**config.mk**
```make
export PLATFORM = sky130hd
export DESIGN_NAME = ctl_setclr_regs
export DESIGN_NICKNAME = d
export VERILOG_FILES = /design/src/rtl/ctl_setclr_pkg.sv /design/src/rtl/ctl_setclr_decode.sv /design/src/rtl/ctl_setclr_bank.sv /design/src/rtl/ctl_setclr_regs.sv
export SDC_FILE = /design/constraint.sdc
export NUM_CORES = 1
export LEC_CHECK = 0
export BUFFER_PORTS_ARGS = -buffer_cell sky130_fd_sc_hd__buf_2
export CAP_MARGIN = 20
export CORE_UTILIZATION = 46
export DETAILED_ROUTE_END_ITERATION = 10
export GPL_TIMING_DRIVEN = 0
export PLACE_DENSITY_LB_ADDON = 0.2
export SKIP_CTS_REPAIR_TIMING = 1
export SYNTH_ARGS = -nofsm -noshare
export SYNTH_HDL_FRONTEND = slang
export SYNTH_SLANG_ARGS = --single-unit
```
**constraint.sdc**
```tcl
create_clock -name clk -period 2.1 [get_ports clk]
set_input_delay 0.315 -clock clk [delete_from_list [all_inputs] [get_ports clk]]
set_output_delay 0.315 -clock clk [all_outputs]
set_load 0.005 [all_outputs]
```
**src/rtl/ctl_setclr_pkg.sv**
```systemverilog
package ctl_setclr_pkg;

   // which register group a decoded address belongs to
   typedef enum logic {
      GRP_RST = 1'b0,
      GRP_CLK = 1'b1
   } grp_e;

endpackage

```
**src/rtl/ctl_setclr_decode.sv**
```systemverilog
module ctl_setclr_decode
   import ctl_setclr_pkg::*;
#(
   parameter int ADDR_W    = 12,
   parameter int NUM_BANKS = 2,
   parameter int STRIDE    = 16,
   parameter int RST_BASE  = 'h040,
   parameter int CLK_BASE  = 'h080,
   localparam int BANK_W   = (NUM_BANKS > 1) ? $clog2(NUM_BANKS) : 1
) (
   input  logic [ADDR_W-1:0] addr,
   output logic              hit,
   output grp_e              grp,
   output logic [BANK_W-1:0] bank,
   output logic              is_clr
);

   always_comb begin
      hit    = 1'b0;
      grp    = GRP_RST;
      bank   = '0;
      is_clr = 1'b0;
      for (int g = 0; g < 2; g++) begin
         for (int b = 0; b < NUM_BANKS; b++) begin
            if (addr == ADDR_W'((g == 0 ? RST_BASE : CLK_BASE) + b * STRIDE)) begin
               hit    = 1'b1;
               grp    = grp_e'(g[0]);
               bank   = BANK_W'(b);
               is_clr = 1'b0;
            end
            if (addr == ADDR_W'((g == 0 ? RST_BASE : CLK_BASE) + b * STRIDE + 4)) begin
               hit    = 1'b1;
               grp    = grp_e'(g[0]);
               bank   = BANK_W'(b);
               is_clr = 1'b1;
            end
         end
      end
   end

endmodule

```
**src/rtl/ctl_setclr_bank.sv**
```systemverilog
module ctl_setclr_bank #(
   parameter int           W       = 32,
   parameter logic [W-1:0] RST_VAL = '1
) (
   input  logic         clk,
   input  logic         rst_n,
   input  logic         set_en,
   input  logic         clr_en,
   input  logic [W-1:0] wdata,
   output logic [W-1:0] q
);

   always_ff @(posedge clk) begin
      if (!rst_n)      q <= RST_VAL;
      else if (set_en) q <= q | wdata;
      else if (clr_en) q <= q & ~wdata;
   end


   set_bits_chk: assert property (@(posedge clk) disable iff (!rst_n)
      set_en |=> ((q & $past(wdata)) == $past(wdata)));


   set_keeps_others_chk: assert property (@(posedge clk) disable iff (!rst_n)
      set_en |=> ((q & ~$past(wdata)) == ($past(q) & ~$past(wdata))));


   clr_bits_chk: assert property (@(posedge clk) disable iff (!rst_n)
      (clr_en && !set_en) |=> ((q & $past(wdata)) == '0));


   idle_stable_chk: assert property (@(posedge clk) disable iff (!rst_n)
      (!set_en && !clr_en) |=> $stable(q));

endmodule

```
**src/rtl/ctl_setclr_regs.sv**
```systemverilog
module ctl_setclr_regs
   import ctl_setclr_pkg::*;
#(
   parameter int ADDR_W    = 12,
   parameter int DATA_W    = 32,
   parameter int NUM_BANKS = 2,
   parameter int STRIDE    = 16,
   parameter int RST_BASE  = 'h040,
   parameter int CLK_BASE  = 'h080,
   parameter int POL_BANK  = 0,
   parameter int POL_BIT   = 14,
   localparam int IDX_N    = NUM_BANKS * DATA_W,
   localparam int BANK_W   = (NUM_BANKS > 1) ? $clog2(NUM_BANKS) : 1
) (
   input  logic              clk,
   input  logic              rst_n,
   input  logic [11:0]       addr,
   input  logic              wr_en,
   input  logic [31:0]       wdata,
   output logic [31:0]       rdata,
   output logic [63:0]       periph_rst,
   output logic [63:0]       clk_stop
);

   // elaboration-time parameter checks
   if (ADDR_W != 12 || DATA_W != 32 || IDX_N != 64) begin : g_bad_width
      $error("port widths require ADDR_W=12, DATA_W=32, 64 indices");
   end
   if (STRIDE < 8) begin : g_bad_stride
      $error("STRIDE must leave room for a set/clear pair");
   end
   if (POL_BANK >= NUM_BANKS || POL_BIT >= DATA_W) begin : g_bad_pol
      $error("inverted-polarity bit lies outside the clock banks");
   end
   if (!((CLK_BASE >= RST_BASE + NUM_BANKS * STRIDE) ||
         (RST_BASE >= CLK_BASE + NUM_BANKS * STRIDE))) begin : g_overlap
      $error("reset and clock windows overlap");
   end

   logic              hit;
   grp_e              dgrp;
   logic [BANK_W-1:0] dbank;
   logic              is_clr;

   ctl_setclr_decode #(
      .ADDR_W(ADDR_W), .NUM_BANKS(NUM_BANKS), .STRIDE(STRIDE),
      .RST_BASE(RST_BASE), .CLK_BASE(CLK_BASE)
   ) u_dec (
      .addr(addr), .hit(hit), .grp(dgrp), .bank(dbank), .is_clr(is_clr)
   );

   logic [DATA_W-1:0] rst_q [NUM_BANKS];
   logic [DATA_W-1:0] clk_q [NUM_BANKS];

   for (genvar b = 0; b < NUM_BANKS; b++) begin : g_bank
      localparam logic [DATA_W-1:0] POL_MASK =
         (b == POL_BANK) ? (DATA_W'(1) << POL_BIT) : '0;

      logic sel_r, sel_c;
      assign sel_r = wr_en && hit && (dgrp == GRP_RST) && (dbank == BANK_W'(b));
      assign sel_c = wr_en && hit && (dgrp == GRP_CLK) && (dbank == BANK_W'(b));

      ctl_setclr_bank #(.W(DATA_W), .RST_VAL('1)) u_rst (
         .clk(clk), .rst_n(rst_n),
         .set_en(sel_r && !is_clr), .clr_en(sel_r && is_clr),
         .wdata(wdata), .q(rst_q[b])
      );

      ctl_setclr_bank #(.W(DATA_W), .RST_VAL(~POL_MASK)) u_clk (
         .clk(clk), .rst_n(rst_n),
         .set_en(sel_c && !is_clr), .clr_en(sel_c && is_clr),
         .wdata(wdata), .q(clk_q[b])
      );

      assign periph_rst[b*DATA_W +: DATA_W] = rst_q[b];
      assign clk_stop[b*DATA_W +: DATA_W]   = clk_q[b] ^ POL_MASK;
   end

   always_comb begin
      rdata = '0;
      if (hit) rdata = (dgrp == GRP_CLK) ? clk_q[dbank] : rst_q[dbank];
   end


   unmapped_wr_chk: assert property (@(posedge clk) disable iff (!rst_n)
      (wr_en && !hit) |=> ($stable(periph_rst) && $stable(clk_stop)));


   rst_grp_only_chk: assert property (@(posedge clk) disable iff (!rst_n)
      (wr_en && hit && dgrp == GRP_RST) |=> $stable(clk_stop));

endmodule

```
==> impl_summary.md <==
Detailed routing
The number of nets with antenna violations after detailed routing is 0. In this run the top signal layer used is met4. The mean number of vias per cell is 5.74.

After detailed routing, the average wire length per cell comes to between 15 and 20 µm. The total via count in the routed design is ~7.0k. Summed over all nets, wire length on met2 after detailed routing comes to roughly 11000 µm. In this run, the number of DRC markers left after iteration 0 of detailed routing was 646. The total routed wire length on the met1 layer is about 10000 µm. The length of the first detailed-routing pass in iterations is 5. The routed design has 23700 µm of wire. For this run, design rule violations remaining after detail routing come to 0. The detailed-routed wire length on met3 is 2010 µm.

Global routing
The number of global-route vias before repair came to 6134. The overall overflow remaining after global route is 0. The first global-routing pass estimated 34500 µm of wire. The maximum number of pins on one net before global-route repair is 17. The initial antenna violation count is 0.

Global routing used 31.5% of the available tracks across all layers.

Run
Max-cap violations in this run came to 0.

Floorplanning
In this run the core area contains 42 standard-cell rows. The die covers about 14000 µm². The x dimension of the die is 120 µm. For this configuration, the core starts out at a cell density of a little under half.

207 I/O pins were placed. The die is 120 µm tall. In this run the standard cell core region covers 13500 µm².

Finish
The most common cell after layout, fill and taps aside is sky130_fd_sc_hd__buf_2. In the final layout, flip-flops and latches occupy 2560 µm². The number of antenna cells inserted is 0. The fraction of layout cells with a size suffix above 1 is around two fifths. The filler cells instantiated in the layout total 1210. The relative area change from synthesis to final layout is 36.9%. In the final layout, the multi-input gates occupy 3200 µm². In the layout the commonest cells are sky130_fd_sc_hd__buf_2 (206), sky130_fd_sc_hd__a21oi_1 (128), sky130_fd_sc_hd__dfxtp_1 (128). The final cell count without fillers is about 1.2k.

The net count of the finished layout is 1082.

Yosys
The async set or reset register ratio after synthesis is 0%. The total nets after synthesis is 839. The average cell area after synthesis is 8.12 µm². The summed instance area of the synthesized netlist is ~6400 µm². The count of state elements after synthesis is around 130. The number of distinct library cells after synthesis is 24. The number of instances in the synthesized netlist is 792. The sequential share of the synthesized area is around two fifths.

The most used flip-flop cell after synthesis is sky130_fd_sc_hd__dfxtp_1. Counting flops with a built-in enable in the synthesized netlist gives 0. During synthesis, Yosys emitted a total of 0 warnings.

Setup path
The data required time of the worst path is 1.78 ns. The maximum net fanout on the critical path is 6. The category of the most critical setup path is in2out. The worst path arrival time is 2.23 ns. The worst setup path is launched from a primary input. The register-to-register setup slack is 1.32 ns.

The kind of end point of the critical path is an output pin. Measured in cells, the most critical reg-to-reg path has a length of 2.

Power and ir drop
The completed layout was analyzed and its total power is 5.74 mW. The clock network fraction of design power is about 52%. The net switching component of the power is 1.31 mW. Per report_power, the combinational group accounts for 5.3% of the total. The largest voltage drop on the vdd net is ~560 µV. The internal power is ~4.4 mW. Power spread over the standard cell area amounts to 652 nW/µm². The switching share of power is around 23%. In this run, flip-flops and latches consume 42.3% of the power. The reported leakage power is between 4 and 5 nW.

Placement
The number of port buffers is between 200 and 250. The congestion estimate from routability-driven global placement came to slightly below 0.9. The detailed placer's ending HPWL is 15400 µm. The worst setup timing slack at the placement stage is -0.887 ns. After detailed placement, the design holds a cell count of 1173.

STA
The count of pins over their slew limit was 0. Setup repair after global routing could not meet its margin everywhere. Setup violations remaining at the end of the flow were counted as 32. The number of failing hold endpoints at the final stage is 0. Dividing the final minimum period by the clock period gives 121%. The worst path in the final design needs a cycle of 2.55 ns, including I/O delays and setup. Once routing completed, OpenROAD measured the worst setup slack at -0.446 ns. For the pin with the worst max-slew slack, the measured transition is 0.657 ns. The worst hold slack is roughly 0.20 ns. For this run, the top clock speed supported by timing is 393 MHz. Between clock sinks in the finished design, the worst skew comes to 0 ns.

The relative slew slack is 56.2%.

Worst hold path
The worst hold path passes through 2 cells. The startpoint of the worst hold path is wdata[14]. The tightest min-delay check is of the in2reg type.

Clocking
For this design, the sink count on the clock tree is roughly 130. The root buffer selected by CTS is sky130_fd_sc_hd__clkbuf_16. The number of buffers created by CTS is 17.

Clock latency on the worst-skew pair, taken at its later pin, is 0.42 ns. CTS built an H-tree with a depth of 4. Counting along the longest clock path gives a buffer depth of 2. The register clock-pin slew on the reported worst setup and hold paths is 0.06 ns.

The TritonCTS clock tree is built.

Outcome
The flow ran to the end, but the final reports show violations. The checks that failed: negative setup slack.
Yosys cell counts, types with 4 or more instances:
cell | instances | area, µm²
sky130_fd_sc_hd__a21oi_1 | 128 | 641
sky130_fd_sc_hd__dfxtp_1 | 128 | 2560
sky130_fd_sc_hd__and3_1 | 127 | 795
sky130_fd_sc_hd__o21ai_1 | 127 | 636
sky130_fd_sc_hd__nor2_1 | 64 | 240
sky130_fd_sc_hd__buf_4 | 63 | 473
sky130_fd_sc_hd__clkbuf_1 | 37 | 139
sky130_fd_sc_hd__nor3_1 | 32 | 160
sky130_fd_sc_hd__o221ai_1 | 32 | 280
sky130_fd_sc_hd__buf_6 | 20 | 225
sky130_fd_sc_hd__buf_2 | 12 | 60.1
sky130_fd_sc_hd__nand2b_1 | 4 | 25.0
area by class of cell:
cell class | count | area share, %
multi-input cells | 530 | 36.3
flip-flops and latches | 128 | 29.1
repair buffers | 224 | 13.5
plain buffers | 132 | 11.7
clock buffers | 21 | 5.23
well taps | 176 | 2.50
clock inverters | 11 | 1.56
inverters | 2 | 0.0853
cells by family (layout without fill, tap and decap cells):
| logic type | after synthesis | in the layout | share of synthesized area (%) |
|---|---|---|---|
| AND/OR/NAND/NOR | 240 | 240 | 21.4 |
| XOR/XNOR | 1 | 1 | 0.136 |
| buffers and inverters | 134 | 390 | 14.1 |
| AO/OA/AOI/OAI | 289 | 289 | 24.5 |
| flip-flops | 128 | 128 | 39.9 |
layer usage:
layer | vias to the layer above | track usage (%)
li1 | 3312 | -
met1 | 3309 | 42.9
met2 | 357 | 48.5
met3 | 51 | 6.98
met4 | 0 | 12.3
met5 | - | 0
power by group through the flow:
stage / registers, mW / logic (mW) / clock network (mW)
2_1_floorplan: 2.48 / 0.102 / 0
3_3_place_gp: 2.48 / 0.263 / 0
5_1_grt: 2.43 / 0.319 / 3.14
3_5_place_dp: 2.48 / 0.265 / 0
4_1_cts: 2.43 / 0.266 / 3.01
6_report: 2.43 / 0.304 / 3.00
worst max-delay path, cell delays in order:
cell and delay (ns):
sky130_fd_sc_hd__buf_6 0.09, sky130_fd_sc_hd__or4_4 0.54, sky130_fd_sc_hd__buf_12 0.16, sky130_fd_sc_hd__or4_4 0.52, sky130_fd_sc_hd__buf_8 0.16, sky130_fd_sc_hd__clkbuf_16 0.17, sky130_fd_sc_hd__nor2_4 0.11, sky130_fd_sc_hd__nor3_2 0.04
sky130_fd_sc_hd__buf_2 0.13
how the worst max path moves through the flow:
| stage | depth (start not counted) | slack [ns] | startpoint | to |
|---|---|---|---|---|
| floorplan | 7 | -0.13 | addr[5] | rdata[10] |
| global placement | 8 | -0.90 | addr[11] | rdata[14] |
| detailed placement | 8 | -0.89 | addr[11] | rdata[14] |
| CTS | 8 | -0.88 | addr[11] | rdata[14] |
| global route | 9 | -0.48 | addr[0] | rdata[2] |
| finish | 9 | -0.45 | addr[0] | rdata[25] |
per-stage QoR:
step / util (%) / TNS (ns) / cell area [µm²]
floorplan: - / -4.00 / 6460
global placement: 57.3 / -78.43 / 7710
detailed placement: 57.3 / -78.50 / 7710
CTS: 61.7 / -28.38 / 8310
global route: 65.4 / -14.59 / 8800
finish: 65.4 / -13.38 / 8800
(Power assumes the default switching activity.)
